## config.mk

```make
export PLATFORM = sky130hd
export DESIGN_NAME = mcyc_datapath
export DESIGN_NICKNAME = d
export VERILOG_FILES = /design/src/rtl/mcyc_dp_pkg.sv /design/src/rtl/mcyc_regfile.sv /design/src/rtl/mcyc_alu.sv /design/src/rtl/mcyc_opsel.sv /design/src/rtl/mcyc_datapath.sv
export SDC_FILE = /design/constraint.sdc
export NUM_CORES = 2
export LEC_CHECK = 0
export BUFFER_PORTS_ARGS = -buffer_cell sky130_fd_sc_hd__buf_2
export CAP_MARGIN = 20
export CELL_PAD_IN_SITES_DETAIL_PLACEMENT = 2
export CELL_PAD_IN_SITES_GLOBAL_PLACEMENT = 2
export CORE_MARGIN = 3
export CORE_UTILIZATION = 48
export CTS_BUF_LIST = sky130_fd_sc_hd__clkbuf_8
export DETAILED_ROUTE_END_ITERATION = 12
export PLACE_DENSITY_LB_ADDON = 0.1
export SKIP_CTS_REPAIR_TIMING = 1
export SLEW_MARGIN = 20
export SYNTH_ARGS = -nofsm -noshare
export SYNTH_HDL_FRONTEND = slang
export SYNTH_SLANG_ARGS = --single-unit
```

## constraint.sdc

```tcl
create_clock -name clk -period 14.6 [get_ports clk]
set_clock_uncertainty 0.1 [all_clocks]
set_input_delay 0.73 -clock clk [delete_from_list [all_inputs] [get_ports clk]]
set_output_delay 0.73 -clock clk [all_outputs]
set_load 0.03 [all_outputs]
```

## src/rtl/mcyc_dp_pkg.sv

```systemverilog
package mcyc_dp_pkg;
   // ALU function codes
   localparam logic [2:0] ALU_ADD = 3'd0;
   localparam logic [2:0] ALU_SUB = 3'd1;
   localparam logic [2:0] ALU_AND = 3'd2;
   localparam logic [2:0] ALU_OR  = 3'd3;
   localparam logic [2:0] ALU_SLT = 3'd4;

   // operand select codes
   localparam logic       ASEL_PC   = 1'b0;
   localparam logic       ASEL_REG  = 1'b1;
   localparam logic [1:0] BSEL_REG  = 2'd0;
   localparam logic [1:0] BSEL_FOUR = 2'd1;
   localparam logic [1:0] BSEL_IMM  = 2'd2;
   localparam logic [1:0] BSEL_IMM4 = 2'd3;

   // PC source codes
   localparam logic [1:0] PCSRC_LIVE = 2'd0;
   localparam logic [1:0] PCSRC_HELD = 2'd1;
   localparam logic [1:0] PCSRC_JUMP = 2'd2;

   // address, destination and write-back selects
   localparam logic ADDR_PC  = 1'b0;
   localparam logic ADDR_OUT = 1'b1;
   localparam logic DST_RT   = 1'b0;
   localparam logic DST_RD   = 1'b1;
   localparam logic WB_OUT   = 1'b0;
   localparam logic WB_MDR   = 1'b1;

   // instruction field positions (fixed 32-bit encoding)
   localparam int INSTR_W  = 32;
   localparam int F_OPC_LO = 26;
   localparam int F_RS_LO  = 21;
   localparam int F_RT_LO  = 16;
   localparam int F_RD_LO  = 11;
   localparam int F_IMM_W  = 16;
   localparam int F_JMP_W  = 26;
   localparam int F_FN_W   = 6;
   localparam int F_IDX_W  = 5;
endpackage

```

## src/rtl/mcyc_regfile.sv

```systemverilog
module mcyc_regfile #(
   parameter int DATA_W   = 32,
   parameter int NUM_REGS = 32,
   parameter int IDX_W    = $clog2(NUM_REGS)
) (
   input  logic              clk,
   input  logic              rst_n,
   input  logic              we,
   input  logic [IDX_W-1:0]  waddr,
   input  logic [DATA_W-1:0] wdata,
   input  logic [IDX_W-1:0]  raddr_a,
   input  logic [IDX_W-1:0]  raddr_b,
   output logic [DATA_W-1:0] rdata_a,
   output logic [DATA_W-1:0] rdata_b
);
   logic [DATA_W-1:0] regs [NUM_REGS];

   for (genvar i = 0; i < NUM_REGS; i++) begin : g_ent
      if (i == 0) begin : g_zero
         // entry 0 is a constant; writes aimed at it fall away
         assign regs[i] = '0;
      end else begin : g_flop
         logic [DATA_W-1:0] q;
         always_ff @(posedge clk or negedge rst_n) begin
            if (!rst_n)
               q <= '0;
            else if (we && (waddr == IDX_W'(i)))
               q <= wdata;
         end
         assign regs[i] = q;
      end
   end

   assign rdata_a = regs[raddr_a];
   assign rdata_b = regs[raddr_b];
endmodule

```

## src/rtl/mcyc_alu.sv

```systemverilog
module mcyc_alu
   import mcyc_dp_pkg::*;
#(
   parameter int DATA_W     = 32,
   parameter bit SLT_SIGNED = 1'b1
) (
   input  logic [DATA_W-1:0] a,
   input  logic [DATA_W-1:0] b,
   input  logic [2:0]        fn,
   output logic [DATA_W-1:0] result,
   output logic              zero
);
   logic lt;

   if (SLT_SIGNED) begin : g_slt_s
      assign lt = ($signed(a) < $signed(b));
   end else begin : g_slt_u
      assign lt = (a < b);
   end

   always_comb begin
      case (fn)
         ALU_ADD: result = a + b;
         ALU_SUB: result = a - b;
         ALU_AND: result = a & b;
         ALU_OR:  result = a | b;
         ALU_SLT: result = {{(DATA_W-1){1'b0}}, lt};
         default: result = '0;
      endcase
   end

   assign zero = (result == '0);
endmodule

```

## src/rtl/mcyc_opsel.sv

```systemverilog
module mcyc_opsel
   import mcyc_dp_pkg::*;
#(
   parameter int DATA_W = 32,
   parameter int IMM_W  = 16
) (
   input  logic [DATA_W-1:0] pc,
   input  logic [DATA_W-1:0] a_reg,
   input  logic [DATA_W-1:0] b_reg,
   input  logic [IMM_W-1:0]  imm,
   input  logic              a_sel,
   input  logic [1:0]        b_sel,
   output logic [DATA_W-1:0] opnd_a,
   output logic [DATA_W-1:0] opnd_b
);
   localparam int EXT_W = DATA_W - IMM_W;

   logic [DATA_W-1:0] imm_sx;
   logic [DATA_W-1:0] imm_sx4;

   assign imm_sx  = {{EXT_W{imm[IMM_W-1]}}, imm};
   assign imm_sx4 = {imm_sx[DATA_W-3:0], 2'b00};

   assign opnd_a = (a_sel == ASEL_REG) ? a_reg : pc;

   always_comb begin
      case (b_sel)
         BSEL_REG:  opnd_b = b_reg;
         BSEL_FOUR: opnd_b = DATA_W'(4);
         BSEL_IMM:  opnd_b = imm_sx;
         default:   opnd_b = imm_sx4;
      endcase
   end
endmodule

```

## src/rtl/mcyc_datapath.sv

```systemverilog
module mcyc_datapath
   import mcyc_dp_pkg::*;
#(
   parameter int                DATA_W     = 32,
   parameter int                NUM_REGS   = 32,
   parameter logic [DATA_W-1:0] RESET_PC   = '0,
   parameter bit                SLT_SIGNED = 1'b1
) (
   input  logic              clk,
   input  logic              rst_n,
   input  logic              iord_sel,
   input  logic              ir_load,
   input  logic              pc_load,
   input  logic              pc_load_cond,
   input  logic [1:0]        pc_src,
   input  logic              alu_a_sel,
   input  logic [1:0]        alu_b_sel,
   input  logic [2:0]        alu_fn,
   input  logic              rf_we,
   input  logic              rf_dst_sel,
   input  logic              rf_wdata_sel,
   input  logic [DATA_W-1:0] mem_rdata,
   output logic [DATA_W-1:0] mem_addr,
   output logic [DATA_W-1:0] mem_wdata,
   output logic [5:0]        opcode,
   output logic [5:0]        funct,
   output logic              alu_zero
);
   localparam int IDX_W = $clog2(NUM_REGS);

   // elaboration-time parameter checks
   if (DATA_W != INSTR_W) begin : g_bad_width
      $error("mcyc_datapath: DATA_W must equal the 32-bit instruction width");
   end
   if ((NUM_REGS < 2) || (NUM_REGS > (1 << F_IDX_W)) ||
       ((1 << IDX_W) != NUM_REGS)) begin : g_bad_regs
      $error("mcyc_datapath: NUM_REGS must be a power of two from 2 to 32");
   end
   if (RESET_PC[1:0] != 2'b00) begin : g_bad_rpc
      $error("mcyc_datapath: RESET_PC must be word aligned");
   end

   // architectural and inter-cycle registers
   logic [DATA_W-1:0] pc_q;
   logic [DATA_W-1:0] ir_q;
   logic [DATA_W-1:0] mdr_q;
   logic [DATA_W-1:0] a_q;
   logic [DATA_W-1:0] b_q;
   logic [DATA_W-1:0] aluout_q;

   logic [DATA_W-1:0] rd_a;
   logic [DATA_W-1:0] rd_b;
   logic [DATA_W-1:0] opnd_a;
   logic [DATA_W-1:0] opnd_b;
   logic [DATA_W-1:0] alu_res;
   logic [DATA_W-1:0] wb_data;
   logic [DATA_W-1:0] jump_tgt;
   logic [DATA_W-1:0] pc_nxt;
   logic [IDX_W-1:0]  ra_idx;
   logic [IDX_W-1:0]  rb_idx;
   logic [IDX_W-1:0]  wr_idx;
   logic              pc_en;

   // instruction field decode
   assign opcode = ir_q[F_OPC_LO +: 6];
   assign funct  = ir_q[0 +: F_FN_W];
   assign ra_idx = ir_q[F_RS_LO +: IDX_W];
   assign rb_idx = ir_q[F_RT_LO +: IDX_W];
   assign wr_idx = (rf_dst_sel == DST_RD) ? ir_q[F_RD_LO +: IDX_W]
                                          : ir_q[F_RT_LO +: IDX_W];
   assign wb_data = (rf_wdata_sel == WB_MDR) ? mdr_q : aluout_q;

   mcyc_regfile #(
      .DATA_W   (DATA_W),
      .NUM_REGS (NUM_REGS),
      .IDX_W    (IDX_W)
   ) u_rf (
      .clk     (clk),
      .rst_n   (rst_n),
      .we      (rf_we),
      .waddr   (wr_idx),
      .wdata   (wb_data),
      .raddr_a (ra_idx),
      .raddr_b (rb_idx),
      .rdata_a (rd_a),
      .rdata_b (rd_b)
   );

   mcyc_opsel #(
      .DATA_W (DATA_W),
      .IMM_W  (F_IMM_W)
   ) u_opsel (
      .pc     (pc_q),
      .a_reg  (a_q),
      .b_reg  (b_q),
      .imm    (ir_q[0 +: F_IMM_W]),
      .a_sel  (alu_a_sel),
      .b_sel  (alu_b_sel),
      .opnd_a (opnd_a),
      .opnd_b (opnd_b)
   );

   mcyc_alu #(
      .DATA_W     (DATA_W),
      .SLT_SIGNED (SLT_SIGNED)
   ) u_alu (
      .a      (opnd_a),
      .b      (opnd_b),
      .fn     (alu_fn),
      .result (alu_res),
      .zero   (alu_zero)
   );

   // next-PC selection
   assign jump_tgt = {pc_q[DATA_W-1 -: 4], ir_q[0 +: F_JMP_W], 2'b00};

   always_comb begin
      case (pc_src)
         PCSRC_HELD: pc_nxt = aluout_q;
         PCSRC_JUMP: pc_nxt = jump_tgt;
         default:    pc_nxt = alu_res;
      endcase
   end

   assign pc_en = pc_load | (pc_load_cond & alu_zero);

   always_ff @(posedge clk or negedge rst_n) begin
      if (!rst_n)
         pc_q <= RESET_PC;
      else if (pc_en)
         pc_q <= pc_nxt;
   end

   always_ff @(posedge clk or negedge rst_n) begin
      if (!rst_n)
         ir_q <= '0;
      else if (ir_load)
         ir_q <= mem_rdata;
   end

   // registers that reload on every edge
   always_ff @(posedge clk or negedge rst_n) begin
      if (!rst_n) begin
         mdr_q    <= '0;
         a_q      <= '0;
         b_q      <= '0;
         aluout_q <= '0;
      end else begin
         mdr_q    <= mem_rdata;
         a_q      <= rd_a;
         b_q      <= rd_b;
         aluout_q <= alu_res;
      end
   end

   assign mem_addr  = (iord_sel == ADDR_OUT) ? aluout_q : pc_q;
   assign mem_wdata = b_q;
endmodule

```

# [Yosys cells after proc, flatten, opt, wreduce, memory -nomap -nowiden]
# Index checks and enable logic that the tools add are counted.
[word_totals] reg_bits=1184 in_bits=49 out_inout_bits=77 elab_cells=137
[op_classes] n_addsub=2 n_lt_le_gt_ge=3 eq_ne=39 muxes=13 n_bitwise=7 reduce_logical=35
[ops] cell="$bmux 32 s5" count=2
[ops] cell="$mux 32" count=7
[ops] cell="$pmux 32 s5" count=1
[ops] cell="$pmux 32 s3" count=1
[ops] cell="$eq 5x5->1 const B" count=16
[ops] cell="$pmux 32 s2" count=1
[ops] cell="$eq 5x4->1 const B" count=8
[ops] cell="$add 32x32->32" count=1
[ops] cell="$and 32x32->32" count=1
[ops] cell="$logic_not 32->1" count=1
[ops] cell="$lt 32x32->1" count=1
[ops] cell="$or 32x32->32" count=1
[ops] cell="$sub 32x32->32" count=1
[ops] cell="$logic_and 1x1->1" count=31
[ops] cell="$eq 5x3->1 const B" count=4
[ops] cell="$ge 6x6->1 const B" count=2
[ops] cell="$not 5->6" count=2
[ops] cell="$eq 5x2->1 const B" count=2
[ops] cell="$eq 3x2->1 const B" count=2
[ops] cell="$eq 5x1->1 const B" count=1
[ops] cell="$mux 5" count=1
[ops] cell="$eq 2x1->1 const B" count=2
[ops] cell="$eq 2x2->1 const B" count=2
[ops] cell="$eq 3x1->1 const B" count=1
[ops] cell="7 further kinds" count=7

# [Logic depth before layout (Yosys ltp)]
[logic_depth] word_depth=8 mapped_depth=20 depth_no_buf=16

# [Modules after synthesis]
# From an unflattened synthesis, not the netlist that was laid out.
[hier_totals] cells_unflattened=5015 hier_area_um2=66631.4
[modules_own_cells] mod="mcyc_regfile" n_inst=1 cells_each=3639 area_each_um2=53226.0 seq_area_each_um2=24823.8
[modules_own_cells] mod="mcyc_datapath" n_inst=1 cells_each=464 area_each_um2=7229.4 seq_area_each_um2=4804.6
[modules_own_cells] mod="mcyc_alu" n_inst=1 cells_each=800 area_each_um2=5236.3 seq_area_each_um2=0.0
[modules_own_cells] mod="mcyc_opsel" n_inst=1 cells_each=112 area_each_um2=939.7 seq_area_each_um2=0.0

# [Least setup slack after synthesis]
# Ideal clock, no wire load.
[synth_timing] path_kind="input -> output" start="in alu_a_sel" end="out alu_zero" arrival_ns=4.842 setup_slack_ns=8.928 cell_stages=15 path_buffers=3 path_cell_list="clkbuf_1 clkbuf_1 mux2_2 ha_1 buf_6 a21o_1 a31o_1 o21a_1 or4b_4 nand2_2 mux2i_1 or4_4 or3_4 nor4_4 and2_1"
[synth_via] elab_chain_len=4
[synth_rtl] item="start, declared" line="mcyc_datapath.sv:16" text="input logic alu_a_sel,"
[synth_rtl] item="$mux 32 (*)" line="mcyc_opsel.sv:24" text="assign opnd_a = (a_sel == ASEL_REG) ? a_reg : pc;"
[synth_rtl] item="$sub 32x32->32, or another cell as far along" line="mcyc_alu.sv:24" text="ALU_SUB: result = a - b;"
[synth_rtl] item="$pmux 32 s5 (*)" line="mcyc_alu.sv:22" text="case (fn)"
[synth_rtl] item="named net alu_res[31]" line="mcyc_datapath.sv:55" text="logic [DATA_W-1:0] alu_res;"
[synth_rtl] item="$logic_not 32->1 (*)" line="mcyc_alu.sv:32" text="assign zero = (result == '0);"
[synth_rtl] item="end, declared" line="mcyc_datapath.sv:27" text="output logic alu_zero"
# The timed path passes the listed nets; every way through them passes the cells marked *.

# [Final worst setup path]
[layout_timing] start="reg ir_q[4]" end="out alu_zero"
[layout_via] elab_chain_len=4
[layout_rtl] item="start, declared" line="mcyc_datapath.sv:45" text="logic [DATA_W-1:0] ir_q;"
[layout_rtl] item="start signal, assigned" line="mcyc_datapath.sv:138" text="ir_q <= mem_rdata;"
[layout_rtl] item="$pmux 32 s3 (*)" line="mcyc_opsel.sv:27" text="case (b_sel)"
[layout_rtl] item="$sub 32x32->32 or $add 32x32->32 (tied branches)" line="mcyc_alu.sv:24, mcyc_alu.sv:23"
[layout_rtl] item="$pmux 32 s5 (*)" line="mcyc_alu.sv:22"
[layout_rtl] item="named net alu_res[5]" line="mcyc_datapath.sv:55"
[layout_rtl] item="$logic_not 32->1 (*)" line="mcyc_alu.sv:32"
# Marks and branches as above.

==> summary.txt <==
Timing
  – Hold Slack: 142 ps
  – Share of the clock period used by the worst path after layout: 48.9%
  – Final min period: 7130 ps
  – Fin worst setup slack: 7470 ps
  – Max-slew violation count: 0
  – Max frequency: 140 MHz
  – Max-slew headroom at the worst pin: 21.4%
  – Tightest Pin Transition: 1180 ps
  – RSZ-0062 raised after global routing: no
  – Setup-violating endpoint count in the final report: 0
  – Number of hold violations in the final report: 0
  – Total Negative Setup Slacks: 0 ps

Setup path
  – Number of cells on the worst reg-to-reg path: 15
  – WP data required: 13,770 ps
  – Cells along the critical path: mux2_2 -> a22o_1 -> ha_1 -> inv_1 -> a221oi_2 -> nand2_1 -> a21o_1 -> a221o_1 -> nor4_1 -> nand4_1 -> nor4_1 -> and4_1 -> and2_1 -> buf_2
  – Startpoint kind of the worst setup timing path: register
  – Max stage delay on crit path: 780 ps
  – Library cell contributing the largest single delay on the critical path: sky130_fd_sc_hd__nor4_1
  – Cell with the most instances on the worst path: sky130_fd_sc_hd__nor4_1
  – Category of the critical setup timing path: reg2out
  – Nature of the critical path endpoint: output pin
  – CP max FO: 11
  – Arrival time at the worst endpoint: 6300 ps

Route
  – Total via count after detailed routing: 52,700
  – 1st-pass router iterations: 7
  – Drt total wl: 271 mm
  – Number of DRC markers in iteration 0: 5,754
  – DRC violations left: 0
  – Detail-routed via count per cell: 6.93
  – Post-detailed-route wirelength per cell: 35.7 um
  – Final antenna-violating net count: 0

Placement
  – Count of port buffers added during placement: 125
  – Placed wire-length estimate after detailed placement: 163 mm
  – GPL Wtd Cong: 1.00
  – Post-placement cell area: 66,600 um^2
  – Post-placement setup slack: 7380 ps

Final layout
  – Final non-filler cell area: 71,300 um^2
  – Fraction of final layout cells sized beyond drive strength 1: 25.7%
  – Layout-stage area growth over the synthesis result: 10.9%
  – Final layout net count: 5,825
  – Most common cell after layout, fill and taps aside: sky130_fd_sc_hd__dfrtp_1
  – Final core occ: 53.9%
  – Fillcell total: 12,700
  – Most used cells in the layout excluding fill and tap cells: 1,174 x sky130_fd_sc_hd__dfrtp_1, 1,049 x sky130_fd_sc_hd__a21oi_1, 1,031 x sky130_fd_sc_hd__nor2_1, 577 x sky130_fd_sc_hd__mux4_2, 251 x sky130_fd_sc_hd__clkbuf_8

Global route
  – Gr ovfl total: 0
  – Via count of the first global-routing pass: 58,500
  – Global routing usage on met1: 50.2%
  – GR Util All Layers: 39.3%
  – Initial antenna violation count: 14
  – Met3 global-route usage: 8.58%
  – Met2 track demand over resource in global routing: 64.5%
  – Maximum number of pins on one net before global-route repair: 148
  – Most used routing layer: met2
  – Global-route wire length before repair: 401 mm

Synthesis
  – Post-synthesis cell count: 5,733
  – Mapped Area: 64,300 um^2
  – Predominant post-synthesis flop cell: sky130_fd_sc_hd__dfrtp_1
  – Syn nets: 5,882
  – Ys async rst share: 100%
  – Area share of the largest cell type after synthesis: 46.1%
  – Register bit total from synthesis: 1,184
  – Unique masters post-synth: 83
  – Cell types occupying the most area after synthesis: sky130_fd_sc_hd__dfrtp_1 46%, sky130_fd_sc_hd__mux4_2 20%, sky130_fd_sc_hd__a21oi_1 8.2%
  – Count of warnings emitted by yosys: 0
  – Post-synth EDFFs: 0
  – Cell type with the highest aggregate area in the netlist: sky130_fd_sc_hd__dfrtp_1
  – Part of the Yosys area used for sequential elements: 46.1%
  – Per-instance average area after synthesis: 11.2 um^2

Power
  – Peak VDD IR: 0.110 mV
  – Static leakage power: 29.9 nW
  – Power Density: 224 nW/um^2

Worst hold path
  – Worst min path class: in2reg
  – Count of cells along the worst hold path: 2

CTS
  – Clock slew seen by the registers of the worst setup and hold paths: 60 ps
  – Deepest level of the CTS H-tree: 4
  – Clock tree from TritonCTS: built
  – Clock Sinks: 1,184
  – Inserted Clock Buffers: 205
  – Clock Tree Buf Depth: 3
  – Worst-Skew Late Latency: 960 ps
  – Clock Root Buffer: sky130_fd_sc_hd__clkbuf_8

Die
  – Horizontal die dimension: 372 um
  – Number of I/O pins: 126
  – Number of core rows: 133
  – Overall die height: 372 um
  – Starting density of the core: 48.6%
  – Core Region: 132,000 um^2
  – Die ar.: 138,000 um^2

Job
  – Number of violations of the max-capacitance limit: 0

Run status
  – Outcome: finished clean
[per-layer routing]
| metal | vias to the layer above | part of all wire, % |
|---|---|---|
| met5 | - | 0.0026 |
| met4 | 2 | 4.3 |
| met3 | 673 | 8.0 |
| met2 | 2480 | 49 |
| met1 | 28700 | 39 |
| li1 | 20900 | - |
[critical path, delay by kind of cell, from the launching register on]
| family | cells | cell delay, ps |
|---|---|---|
| multiplexers | 1 | 290 |
| adder cells (fa/ha/maj) | 1 | 510 |
| AO/OA/AOI/OAI | 4 | 1300 |
| flip-flops | 1 | 470 |
| AND/OR/NAND/NOR | 6 | 2430 |
| buffers and inverters | 2 | 360 |
[logic make-up (layout without fill, tap and decap cells)]
family | after synthesis | count (layout) | synth area share (%)
AO/OA/AOI/OAI | 1488 | 1488 | 13.2
AND/OR/NAND/NOR | 1393 | 1393 | 8.93
flip-flops | 1184 | 1184 | 46.1
multiplexers | 888 | 888 | 25.7
buffers and inverters | 675 | 776 | 4.06
adder cells (fa/ha/maj) | 100 | 100 | 1.97
XOR/XNOR | 5 | 5 | 0.0681
other | 0 | 10 | 0
[area by class of cell]
class | instances | area, um^2 | share of cell area [%]
diodes | 10 | 25.0 | 0.0351
clock buffers | 251 | 3450 | 4.84
well taps | 1755 | 2200 | 3.08
flip-flops and latches | 1184 | 29700 | 41.6
clock inverters | 114 | 783 | 1.10
multi-input cells | 3874 | 32600 | 45.7
repair buffers | 289 | 2160 | 3.03
inverters | 122 | 458 | 0.642
[through the flow]
step / cells / total power [W]
6_report: 7599 / 0.0159
4_1_cts: 7551 / 0.0158
2_1_floorplan: 5733 / 0.0100
3_3_place_gp: 7181 / 0.0117
5_1_grt: 7592 / 0.0168
3_5_place_dp: 7186 / 0.0123
[registers in the layout (all words and copies together), names as in the netlist]
signal / count
u_rf.g_ent.g_flop.q: 992
a_q: 32
aluout_q: 32
ir_q: 32
mdr_q: 32
mem_wdata: 32
pc_q: 32
[cells in the mapped netlist, types with 17 or more instances]
cell type                  number
sky130_fd_sc_hd__nor3_1        24
sky130_fd_sc_hd__a211oi_1      19
sky130_fd_sc_hd__mux4_2       577
sky130_fd_sc_hd__a22o_1        83
sky130_fd_sc_hd__o211ai_1      25
sky130_fd_sc_hd__o31ai_1       17
sky130_fd_sc_hd__a21oi_1     1049
sky130_fd_sc_hd__nand3_1       30
sky130_fd_sc_hd__nand2_1      137
sky130_fd_sc_hd__buf_1         68
sky130_fd_sc_hd__clkbuf_1     464
sky130_fd_sc_hd__a21o_1        24
sky130_fd_sc_hd__nor4_1        17
sky130_fd_sc_hd__a31oi_1       17
sky130_fd_sc_hd__dfrtp_1     1184
sky130_fd_sc_hd__mux2i_1       45
sky130_fd_sc_hd__inv_1        120
sky130_fd_sc_hd__ha_1          98
sky130_fd_sc_hd__mux2_2       247
sky130_fd_sc_hd__a22oi_1       17
sky130_fd_sc_hd__mux2_4        19
sky130_fd_sc_hd__nor2b_1       20
sky130_fd_sc_hd__nor2_1      1064
sky130_fd_sc_hd__o21ai_0      113
[path summary, 6_finish.rpt]
kind,from,slack [ps],endpoint
min in group asynchronous,rst_n,280,u_rf.g_ent[30].g_flop.q[6]
max,ir_q[4],7470,alu_zero
min,alu_fn[2],140,aluout_q[1]
max in group asynchronous,rst_n,10850,mdr_q[9]
min reg2reg,u_rf.g_ent[31].g_flop.q[27],410,u_rf.g_ent[31].g_flop.q[27]
max reg2reg,ir_q[4],8480,pc_q[2]
[power by group]
part	switching (W)	leakage, nW	internal (W)
registers	0.00155	14.4	0.00479
logic	0.00341	13.1	0.00294
clock network	0.00153	2.46	0.00171
total	0.00650	29.9	0.00944
Note: power is estimated with default switching activity, not from simulation.
